$ cat src/rtl/uart_irq_pkg.sv
package uart_irq_pkg;

    typedef enum logic [2:0] {
        IRQ_NONE  = 3'b001,
        IRQ_TX    = 3'b010,
        IRQ_RXDAT = 3'b100,
        IRQ_RXTMO = 3'b110
    } irq_code_e;

    function automatic logic [31:0] rx_level(input logic [1:0] sel);
        case (sel)
            2'd0:    return 32'd1;
            2'd1:    return 32'd4;
            2'd2:    return 32'd8;
            default: return 32'd14;
        endcase
    endfunction

    function automatic logic [31:0] tx_level(input logic [1:0] sel);
        return 32'(sel) * 32'd4;
    endfunction

endpackage

$ cat src/rtl/uart_irq_cond.sv
module uart_irq_cond #(
    parameter int CNT_W = 5
) (
    input  logic             fifo_en,
    input  logic [1:0]       tx_trig_sel,
    input  logic [1:0]       rx_trig_sel,
    input  logic [CNT_W-1:0] tx_count,
    input  logic [CNT_W-1:0] rx_count,
    output logic             tx_hit,
    output logic             rx_hit
);
    import uart_irq_pkg::*;

    logic [31:0] tx_cnt_w;
    logic [31:0] rx_cnt_w;

    assign tx_cnt_w = 32'(tx_count);
    assign rx_cnt_w = 32'(rx_count);

    always_comb begin
        if (fifo_en) begin
            tx_hit = (tx_cnt_w <= tx_level(tx_trig_sel));
            rx_hit = (rx_cnt_w >= rx_level(rx_trig_sel));
        end else begin
            tx_hit = (tx_cnt_w == 32'd0);
            rx_hit = (rx_cnt_w != 32'd0);
        end
    end
endmodule

$ cat src/rtl/uart_irq_tmo.sv
module uart_irq_tmo #(
    parameter int TO_CHARS = 4
) (
    input  logic clk,
    input  logic rst,
    input  logic fifo_en,
    input  logic fcr_wr,
    input  logic rx_nonempty,
    input  logic rx_push,
    input  logic rx_pop,
    input  logic char_tick,
    output logic hit_d
);
    localparam int TW = $clog2(TO_CHARS + 1);

    logic [TW-1:0] cnt_d;
    logic [TW-1:0] cnt_q;
    logic          clr;

    always_comb begin
        clr   = fcr_wr || !fifo_en || !rx_nonempty || rx_push || rx_pop;
        cnt_d = cnt_q;
        if (clr) begin
            cnt_d = '0;
        end else if (char_tick && (cnt_q != TW'(TO_CHARS))) begin
            cnt_d = cnt_q + 1'b1;
        end
        hit_d = (cnt_d == TW'(TO_CHARS));
    end

    always_ff @(posedge clk) begin
        if (rst) cnt_q <= '0;
        else     cnt_q <= cnt_d;
    end
endmodule

$ cat src/rtl/uart_irq_prio.sv
module uart_irq_prio (
    input  logic       tx_req,
    input  logic       rx_req,
    input  logic       tmo_req,
    output logic       pin,
    output logic [2:0] code
);
    import uart_irq_pkg::*;

    always_comb begin
        if (tmo_req)     code = IRQ_RXTMO;
        else if (rx_req) code = IRQ_RXDAT;
        else if (tx_req) code = IRQ_TX;
        else             code = IRQ_NONE;
        pin = tmo_req || rx_req || tx_req;
    end
endmodule

$ cat src/rtl/uart_irq_gen.sv
module uart_irq_gen #(
    parameter int DEPTH    = 16,
    parameter int TO_CHARS = 4,
    parameter int CNT_W    = $clog2(DEPTH + 1)
) (
    input  logic             clk,
    input  logic             rst,
    input  logic             fifo_en,
    input  logic             fcr_wr,
    input  logic [1:0]       tx_trig_sel,
    input  logic [1:0]       rx_trig_sel,
    input  logic [CNT_W-1:0] tx_count,
    input  logic [CNT_W-1:0] rx_count,
    input  logic             rx_push,
    input  logic             rx_pop,
    input  logic             char_tick,
    input  logic             ier_tx_en,
    input  logic             ier_rx_en,
    input  logic             ier_tmo_en,
    output logic             irq_pin,
    output logic [2:0]       irq_code
);
    import uart_irq_pkg::*;

    typedef struct packed {
        logic       pin;
        logic [2:0] code;
    } out_t;

    out_t st_d;
    out_t st_q;

    logic       tx_hit;
    logic       rx_hit;
    logic       tmo_hit;
    logic       tx_req;
    logic       rx_req;
    logic       tmo_req;
    logic       pin_nxt;
    logic [2:0] code_nxt;

    uart_irq_cond #(.CNT_W(CNT_W)) u_cond (
        .fifo_en     (fifo_en),
        .tx_trig_sel (tx_trig_sel),
        .rx_trig_sel (rx_trig_sel),
        .tx_count    (tx_count),
        .rx_count    (rx_count),
        .tx_hit      (tx_hit),
        .rx_hit      (rx_hit)
    );

    uart_irq_tmo #(.TO_CHARS(TO_CHARS)) u_tmo (
        .clk         (clk),
        .rst         (rst),
        .fifo_en     (fifo_en),
        .fcr_wr      (fcr_wr),
        .rx_nonempty (rx_count != '0),
        .rx_push     (rx_push),
        .rx_pop      (rx_pop),
        .char_tick   (char_tick),
        .hit_d       (tmo_hit)
    );

    assign tx_req  = tx_hit  && ier_tx_en  && !fcr_wr;
    assign rx_req  = rx_hit  && ier_rx_en  && !fcr_wr;
    assign tmo_req = tmo_hit && ier_tmo_en;

    uart_irq_prio u_prio (
        .tx_req  (tx_req),
        .rx_req  (rx_req),
        .tmo_req (tmo_req),
        .pin     (pin_nxt),
        .code    (code_nxt)
    );

    always_comb begin
        st_d      = st_q;
        st_d.pin  = pin_nxt;
        st_d.code = code_nxt;
    end

    always_ff @(posedge clk) begin
        if (rst) begin
            st_q.pin  <= 1'b0;
            st_q.code <= IRQ_NONE;
        end else begin
            st_q <= st_d;
        end
    end

    assign irq_pin  = st_q.pin;
    assign irq_code = st_q.code;
endmodule

$ cat config.mk
export PLATFORM = sky130hd
export DESIGN_NAME = uart_irq_gen
export DESIGN_NICKNAME = d
export VERILOG_FILES = /design/src/rtl/uart_irq_pkg.sv /design/src/rtl/uart_irq_cond.sv /design/src/rtl/uart_irq_tmo.sv /design/src/rtl/uart_irq_prio.sv /design/src/rtl/uart_irq_gen.sv
export SDC_FILE = /design/constraint.sdc
export NUM_CORES = 1
export LEC_CHECK = 0
export BUFFER_PORTS_ARGS = -buffer_cell sky130_fd_sc_hd__buf_2
export CAP_MARGIN = 20
export CORE_ASPECT_RATIO = 1.1
export CORE_MARGIN = 2
export CORE_UTILIZATION = 25
export CTS_CLUSTER_SIZE = 24
export DETAILED_ROUTE_END_ITERATION = 10
export GPL_TIMING_DRIVEN = 0
export PLACE_DENSITY = 0.53
export SETUP_SLACK_MARGIN = 0.05
export SLEW_MARGIN = 20
export SYNTH_ARGS = -nofsm -noshare
export SYNTH_HDL_FRONTEND = slang
export SYNTH_HIERARCHICAL = 1
export SYNTH_SLANG_ARGS = --single-unit
$ cat constraint.sdc
create_clock -name clk -period 2 [get_ports clk]
set_input_delay 0.4 -clock clk [delete_from_list [all_inputs] [get_ports clk]]
set_output_delay 0.4 -clock clk [all_outputs]
set_load 0.02 [all_outputs]
* Word level (Yosys, flattened, before mapping)
Index checks and enable logic that the tools add are counted.
** Storage, ports and cells
- Flip-flop bits (word level) :: 7
- Latch bits :: 0
- Bits in writable memories :: 0
- Bits in read-only memories :: 0
- Logic and storage cells :: 38
- Memories kept :: 0
** Operators by class
- Add/sub/neg operators :: 1
- $mul :: 0
- Div/mod/pow operators :: 0
- $lt $le $gt $ge :: 2
- Equality and inequality tests :: 4
- Shift operators :: 0
- Multiplexer cells :: 9
- Bitwise gates (word level) :: 0
- Reduce and logical (&&, ||, !) cells :: 19
** Operator list (count)
- greater-or-equal comparator 5 x 32 -> 1 bit :: 1
- zero test 32 bit :: 1
- two-way mux 32 bit :: 1
- nonzero test 32 bit :: 1
- two-way mux 3 bit :: 4
- one-hot mux 4 bit (3 select lines) :: 1
- logical AND 1 bit :: 6
- logical OR 1 bit :: 6
- <= comparator 5 x 4 -> 1 bit :: 1
- nonzero test 5 bit :: 1
- adder 3 x 1 -> 3 bit, second input constant :: 1
- equality test 3 bit, second input constant :: 1
- zero test 1 bit :: 3
- inequality test 3 bit, second input constant :: 1
- equality test 2 x 1 -> 1 bit, second input constant :: 1
- equality test 2 bit, second input constant :: 1
- zero test 2 bit :: 1
- two-way mux 1 bit :: 2
- two-way mux 2 bit :: 1

* Longest topological paths before layout
Gate-level depths: netlist of the first run.
- Depth after elaboration :: 10
- Depth in mapped cells :: 10
- Gate-level depth less buffers :: 10

* By module
The synthesis of the first run kept the hierarchy.
** By module, submodules not included
- uart_irq_tmo :: instances 1, cells each 24, area each 231.5 µm²
- uart_irq_cond :: instances 1, cells each 29, area each 207.7 µm²
- uart_irq_gen :: instances 1, cells each 16, area each 138.9 µm²
- uart_irq_prio :: instances 1, cells each 5, area each 33.8 µm²

* Worst setup path before layout of the first run
OpenSTA, ideal clock, no wires.
- Path type :: register -> register
- From :: register u_tmo.cnt_q[0]
- To :: register st_q, in the netlist irq_code[0]
- Library setup time :: 0.120 ns
- Data arrival time :: 1.820 ns
- Data required time :: 1.880 ns
- Setup slack :: 0.060 ns
- Stages on the path, launching flop included :: 10
- Path buffers :: 0
- Clock period less this slack :: 1.940 ns
- Cells stage by stage :: dfxtp_1 -> inv_1 -> ha_1 -> a21boi_2 -> mux2_4 -> a211oi_2 -> and2_1 -> or3_4 -> inv_2 -> or2_1
** Between the ends
- Cells in the longest elaborated chain, start to end :: 7
** RTL lines
- start: declaration :: line uart_irq_tmo.sv:17 : logic [TW-1:0] cnt_q;
- start signal: assignment :: line uart_irq_tmo.sv:33 : else cnt_q <= cnt_d;
- parallel branches: the longest is 2 deep, another holds adder 3 x 1 -> 3 bit
- two-way mux 3 bit * :: line uart_irq_tmo.sv:25 : end else if (char_tick && (cnt_q != TW'(TO_CHARS))) begin
- two-way mux 3 bit * :: line uart_irq_tmo.sv:23 : if (clr) begin
- equality test 3 bit * :: line uart_irq_tmo.sv:28 : hit_d = (cnt_d == TW'(TO_CHARS));
- via tmo_hit :: line uart_irq_gen.sv:35 : logic tmo_hit;
- logical AND 1 bit * :: line uart_irq_gen.sv:66 : assign tmo_req = tmo_hit && ier_tmo_en;
- via tmo_req :: line uart_irq_gen.sv:38 : logic tmo_req;
- two-way mux 3 bit * :: line uart_irq_prio.sv:11 : if (tmo_req) code = IRQ_RXTMO;
- via code_nxt[0] :: line uart_irq_gen.sv:40 : logic [2:0] code_nxt;
- end signal: assignment :: line uart_irq_gen.sv:87 : st_q <= st_d;
- end: declaration :: line uart_irq_gen.sv:31 : out_t st_q;
Mark *: on every way through the listed nets, which the timed path passes.
A chain may end at the register's enable or synchronous reset.

* Final worst setup path of the first run
Same ends and word-level chain as after synthesis.

==> metrics, run 1 <==
FMAX roughly 0.54 GHz; CP Max Fanout 4; average wire per standard cell 9.123 um; first-pass GRT wire length around 2200 um; Area Overhead vs Synth 37.83%; largest net degree at the start of global routing 8; CP Capture Type register; Root Buffer clkbuf_4; commonest non-fill, non-tap cells in the layout buf_2, inv_1, nor2_1; grt total ovfl 0; Synth Register Bits 7; Die X roughly 50 um; Area after DPL 784.5 um2; post-route worst setup slack approximately 0.14 ns; pre-CTS WS -0.05512 ns; Post-CTS Hold Buffers 0; sequential share of power 40.0%; WP buf/inv 2; skew final approximately 0.0047 ns; CTS Buffer Depth 2; Net Sw Frac roughly 26%; clk_lat worst skew 0.24 ns; maximum VDD drop about 0.18 mV; cell internal pwr about 260 uW; syn_area_per_cell 8.268 um2; Via Count 588; Routed Antenna Nets 0; number of buffer cells added on primary ports 27; most common cell after layout, fill and taps aside buf_2; r2r endpoint irq_code[0]$_SDFF_PP1_; fill count 258; Syn. warnings 6; CP required 2.13 ns; CTS tree yes; Arr. time, crit path 1.99 ns; CORE AREA 0.002275 mm2; HP Start rst; ANT cells 0; Iteration-0 DRC Markers 5; Initial Util 26.90%; clock slew at reported path FFs 0.05 ns; final non-filler cell total 138; clock network fraction of total power a little over a third; RSZ-0062 raised after global routing false; Final Hold Viols 0; reg-to-reg critical path startpoint u_tmo/cnt_q[0]$_SDFF_PP0_; max incr delay on CP 0.36 ns; Worst Setup SP u_tmo/cnt_q[0]$_SDFF_PP0_; post-placement cell count ~130; CP Class reg -> reg; Max H-tree Level 1; Post-Syn Area 611.8 um2; worst path cell trace inv_1, ha_2, a21boi_2, mux2_4, a211oi_2, and2_4, or3_4, inv_2, or2_1; final setup fails 0; status completed; Psw 92.11 uW; combinational share of power 25.1%; Worst Hold Class in -> reg; initial antenna violation count 0; slack of the worst reg-to-reg path 0.14 ns; Worst Tran Pin Value 0.2357 ns; layout cell share with drive strength beyond 1 43.52%; chip height 55.89 um; Crit-path slowest cell dfxtp_4; DR DRC count 0; routed wire length 1259 um; Top Family by Delay on Critical Path simple AND/OR/NAND/NOR gates; fin area 843.3 um2; Yosys cell types 31; CTS Buf Count 3; Max Cap Viol 0; First-pass DRT Iterations 3; HPWL after DPL 1066 um; Hold EP irq_code[2]$_SDFF_PP0_; Final Max Slew Viols 0; Max-slew headroom 84.25%; Gate Count Post-Synth 74; post-synth net total approximately 110; vias per cell between 4 and 5; Crit. path cell count 9; register area share after synthesis 22.90%; Placer Congestion between 0.7 and 0.8; fin crit share around 93%; Fin Hold WS between 0.3 and 0.4 ns; Core Rows 18; Critical Path Start Type register; Pwr Density 423.4 mW/mm2; Pleak about 0.00041 uW; Final Util roughly 37%; Cells on Worst Hold Path 2; total track usage 9.792%; minimum clock period 1.858 ns; Total Die Area about 0.0029 mm2; io pins 28; # nets final roughly 140; CTS Sinks 7; vias in the first global route 594; Reg2Reg Depth 9
[layout make-up]
| cell class | instances | area (um2) | area share [%] |
|---|---|---|---|
| clock buffer | 4 | 26.28 | 3.116 |
| inverter | 10 | 37.54 | 4.451 |
| multi-input combinational | 57 | 439.2 | 52.08 |
| sequential | 7 | 145.1 | 17.21 |
| tap | 30 | 37.54 | 4.451 |
| timing repair buffer | 30 | 157.7 | 18.69 |
[state kept, by name, summed over array words and instances, names as in the netlist]
signal       cells
irq_pin          1
irq_code         3
u_tmo/cnt_q      3
[worst reg2reg max path, stage by stage, from the launching register on]
cell and delay (ns):
dfxtp_4 0.36, inv_1 0.06, ha_2 0.19, a21boi_2 0.16, mux2_4 0.32, a211oi_2 0.14
and2_4 0.17, or3_4 0.12, inv_2 0.02, or2_1 0.20
[routing by layer]
layer	global-route usage [%]	routed length, um	vias up
met5	0	0	-
met4	3.475	0	0
met3	1.882	74	0
met2	17.81	637	16
met1	10.98	547	251
li1	-	-	321
[cells by family after synthesis]
logic type,share of synthesized area [%]
and+or+nand+nor,37.43
AOI/OAI and AO/OA,13.29
buffers and inverters,6.134
adders and majority gates,16.36
DFF,22.90
xor gates and xnor gates,1.432
muxes,2.453
[power groups by stage]
stage | Sequential (uW) | Clock (uW) | Combinational [uW]
after floorplan | 152 | 0 | 42.1
after global placement | 147 | 0 | 86.1
after detailed placement | 147 | 0 | 87.6
after CTS | 144 | 132 | 89.3
after global routing | 143 | 141 | 104
final | 143 | 125 | 89.6
[synth_stat cells]
cell,count,area share (%)
nor4_1,1,1.0
ha_1,8,16
and2b_1,1,1.2
or2b_1,1,1.2
a21oi_1,3,2.5
inv_2,1,0.61
nand3b_1,1,1.2
dfxtp_1,7,23
xnor2_1,1,1.4
o21ai_1,1,0.82
nand3_1,2,1.6
inv_1,9,5.5
a21o_1,1,1.2
nor4b_2,3,7.4
nor3_1,2,1.6
nor3b_1,2,2.5
o211ai_1,1,1.2
o21ai_0,1,0.82
or3_4,1,1.8
nor2b_1,4,4.1
or2_2,1,1.0
a21o_2,1,1.4
and4b_1,1,1.6
nand2_1,5,3.1
and2_1,2,2.0
a311oi_1,1,1.4
a211oi_2,1,2.0
a21boi_2,1,1.8
nor2_1,8,4.9
or2_1,1,1.0
mux2_4,1,2.5
[through the flow]
stage	total power, uW	setup TNS [ns]
after floorplan	193.8	0
after global placement	233.1	-0.06861
after detailed placement	234.6	-0.05512
after CTS	365.4	0
after global routing	387.5	0
final	357.1	0
[worst max-delay path by stage]
stage                              to  slack, ns
5_1_grt        irq_code[0]$_SDFF_PP1_       0.04
4_1_cts        irq_code[0]$_SDFF_PP1_       0.06
3_3_place_gp   irq_code[0]$_SDFF_PP1_      -0.07
2_1_floorplan  irq_code[0]$_SDFF_PP1_       0.06
6_report       irq_code[0]$_SDFF_PP1_       0.14
3_5_place_dp   irq_code[0]$_SDFF_PP1_      -0.06
[what timing repair did]
action                     4_1_cts  5_1_grt
cloned                           0        0
setup buffers                    1        2
pin swaps                        1        4
setup endpoints to repair        1        1
resized for setup                3        2
Note: power is estimated with default switching activity, not from simulation.
==> inputs of run 2 (changes only) <==
- CAP_MARGIN: 20 -> 0
- CTS_BUF_LIST: not set -> sky130_fd_sc_hd__clkbuf_2
==> metrics, run 2 (synthesis gave the netlist of run 1 again) <==
status completed; Final Max Slew Viols 0 (unchanged); Iteration-0 DRC Markers 5 (unchanged); initial antenna violation count 0 (unchanged); routed wire length 1259 um (unchanged); fill count 257 (-0.39%); Worst Tran Pin Value 0.2360 ns (+0.0003095 ns); Area after DPL 784.5 um2 (unchanged); FMAX 0.5352 GHz (-0.54%); Final Hold Viols 0 (unchanged); CTS Buffer Depth 2 (unchanged); HPWL after DPL 1066 um (unchanged); maximum VDD drop 0.1609 mV (-11%); Placer Congestion 0.7004 (unchanged); Cells on Worst Hold Path 2 (unchanged); skew final 0.008817 ns (+0.004108 ns); r2r endpoint irq_code[0]$_SDFF_PP1_; CP Max Fanout 4 (unchanged); vias per cell 4.261 (unchanged); Crit-path slowest cell dfxtp_4; Pwr Density 399.7 mW/mm2 (-5.6%); commonest non-fill, non-tap cells in the layout buf_2, inv_1, nor2_1; Via Count 588 (unchanged); minimum clock period 1.868 ns (+0.01016 ns); Arr. time, crit path 1.98 ns (about the same); grt total ovfl 0 (unchanged); final setup fails 0 (unchanged); chip height 55.89 um (unchanged); Pleak 0.0004081 uW (+0.40%); Max-slew headroom 84.23% (about the same); max incr delay on CP 0.37 ns (about the same); DR DRC count 0 (unchanged); Total Die Area 0.002860 mm2 (unchanged); Worst Hold Class in -> reg; layout cell share with drive strength beyond 1 44.44% (+0.93 points); RSZ-0062 raised after global routing false; vias in the first global route 594 (unchanged); Core Rows 18 (unchanged); Critical Path Start Type register; Reg2Reg Depth 9 (unchanged); Max H-tree Level 1 (unchanged); CORE AREA 0.002275 mm2 (unchanged); Initial Util 26.90% (unchanged); ANT cells 0 (unchanged); # nets final 141 (unchanged); CTS tree yes; clk_lat worst skew 0.22 ns (-0.02 ns); Area Overhead vs Synth 36.81%; reg-to-reg critical path startpoint u_tmo/cnt_q[0]$_SDFF_PP0_; most common cell after layout, fill and taps aside buf_2; slack of the worst reg-to-reg path 0.13 ns (about the same); CTS Buf Count 3 (unchanged); First-pass DRT Iterations 3 (unchanged); Fin Hold WS 0.3993 ns (+0.02018 ns); Final Power 334.6 uW (-6.3%); Root Buffer clkbuf_2; number of buffer cells added on primary ports 27 (unchanged); CP Capture Type register; io pins 28 (unchanged); CTS Sinks 7 (unchanged); average wire per standard cell 9.123 um (unchanged); largest net degree at the start of global routing 8 (unchanged); worst path cell trace inv_1, ha_2, a21boi_2, mux2_4, a211oi_2, and2_4, or3_4, inv_2, or2_1; Max Cap Viol 0 (unchanged); Routed Antenna Nets 0 (unchanged); first-pass GRT wire length 2242 um (+0.63%); fin area 837.1 um2 (-0.74%); CP required 2.11 ns (-0.02 ns); HP Start rst; Hold EP irq_code[2]$_SDFF_PP0_; fin crit share 93.42% (+0.51 points); Die X 51.17 um (unchanged); total track usage 9.847% (+0.055 points); CP Class reg -> reg; clock slew at reported path FFs 0.08 ns (+0.03 ns)
run 2: changes by cell type in the layout (fill, tap and decap cells not counted):
cell      before  now
clkbuf_1       1    0
clkbuf_2       0    4
clkbuf_4       3    0
run 2: area by class of cell:
cell class / count / area (um2) / share of cell area, %
timing repair buffer: 30 / 157.7 / 18.83
inverter: 10 / 37.54 / 4.484
clock buffer: 4 / 20.02 / 2.392
tap: 30 / 37.54 / 4.484
multi-input combinational: 57 / 439.2 / 52.47
sequential: 7 / 145.1 / 17.34
run 2: worst max-delay path by stage:
stage / start / slack (ns) / endpoint
floorplan: u_tmo/cnt_q[0]$_SDFF_PP0_ / 0.06 / irq_code[0]$_SDFF_PP1_
global placement: u_tmo/cnt_q[0]$_SDFF_PP0_ / -0.07 / irq_code[0]$_SDFF_PP1_
detailed placement: u_tmo/cnt_q[0]$_SDFF_PP0_ / -0.06 / irq_code[0]$_SDFF_PP1_
CTS: u_tmo/cnt_q[0]$_SDFF_PP0_ / 0.05 / irq_code[0]$_SDFF_PP1_
global route: u_tmo/cnt_q[0]$_SDFF_PP0_ / 0.04 / irq_code[0]$_SDFF_PP1_
finish: u_tmo/cnt_q[0]$_SDFF_PP0_ / 0.13 / irq_code[0]$_SDFF_PP1_
run 2: power breakdown:
part           switching [uW]  internal [uW]
Combinational            42.6           47.0
Clock                    49.4           53.2
Sequential              0.817            142
Total                    92.8            242
run 2: critical path: cells and delay by family, from the launching register on:
| kind | cells | cell delay [ns] |
|---|---|---|
| and+or+nand+nor | 3 | 0.49 |
| muxes | 1 | 0.32 |
| buffers and inverters | 2 | 0.08 |
| DFF | 1 | 0.37 |
| AOI/OAI and AO/OA | 2 | 0.30 |
| adders and majority gates | 1 | 0.19 |
run 2: timing repair:
| item | 4_1_cts | 5_1_grt |
|---|---|---|
| resized for setup | 3 | 2 |
| pin swaps | 1 | 4 |
| hold buffers | 0 | 0 |
| setup endpoints to repair | 1 | 1 |
| setup buffers | 1 | 2 |
run 2: layer usage:
metal | vias up | track usage [%] | routed length [um]
met2 | 16 | 17.81 | 638
li1 | 321 | - | -
met1 | 251 | 11.15 | 546
met3 | 0 | 1.882 | 74
met5 | - | 0 | 0
met4 | 0 | 3.475 | 0
run 2: per-stage QoR:
| stage | setup TNS (ns) | std cells | setup slack [ns] | utilization, % |
|---|---|---|---|---|
| global route | 0 | 138 | 0.03947 | 36.80 |
| CTS | 0 | 136 | 0.05316 | 35.97 |
| finish | 0 | 138 | 0.1316 | 36.80 |
| global placement | -0.06861 | 131 | -0.06861 | 34.49 |
| detailed placement | -0.05512 | 131 | -0.05512 | 34.49 |
| floorplan | 0 | 74 | 0.06046 | - |
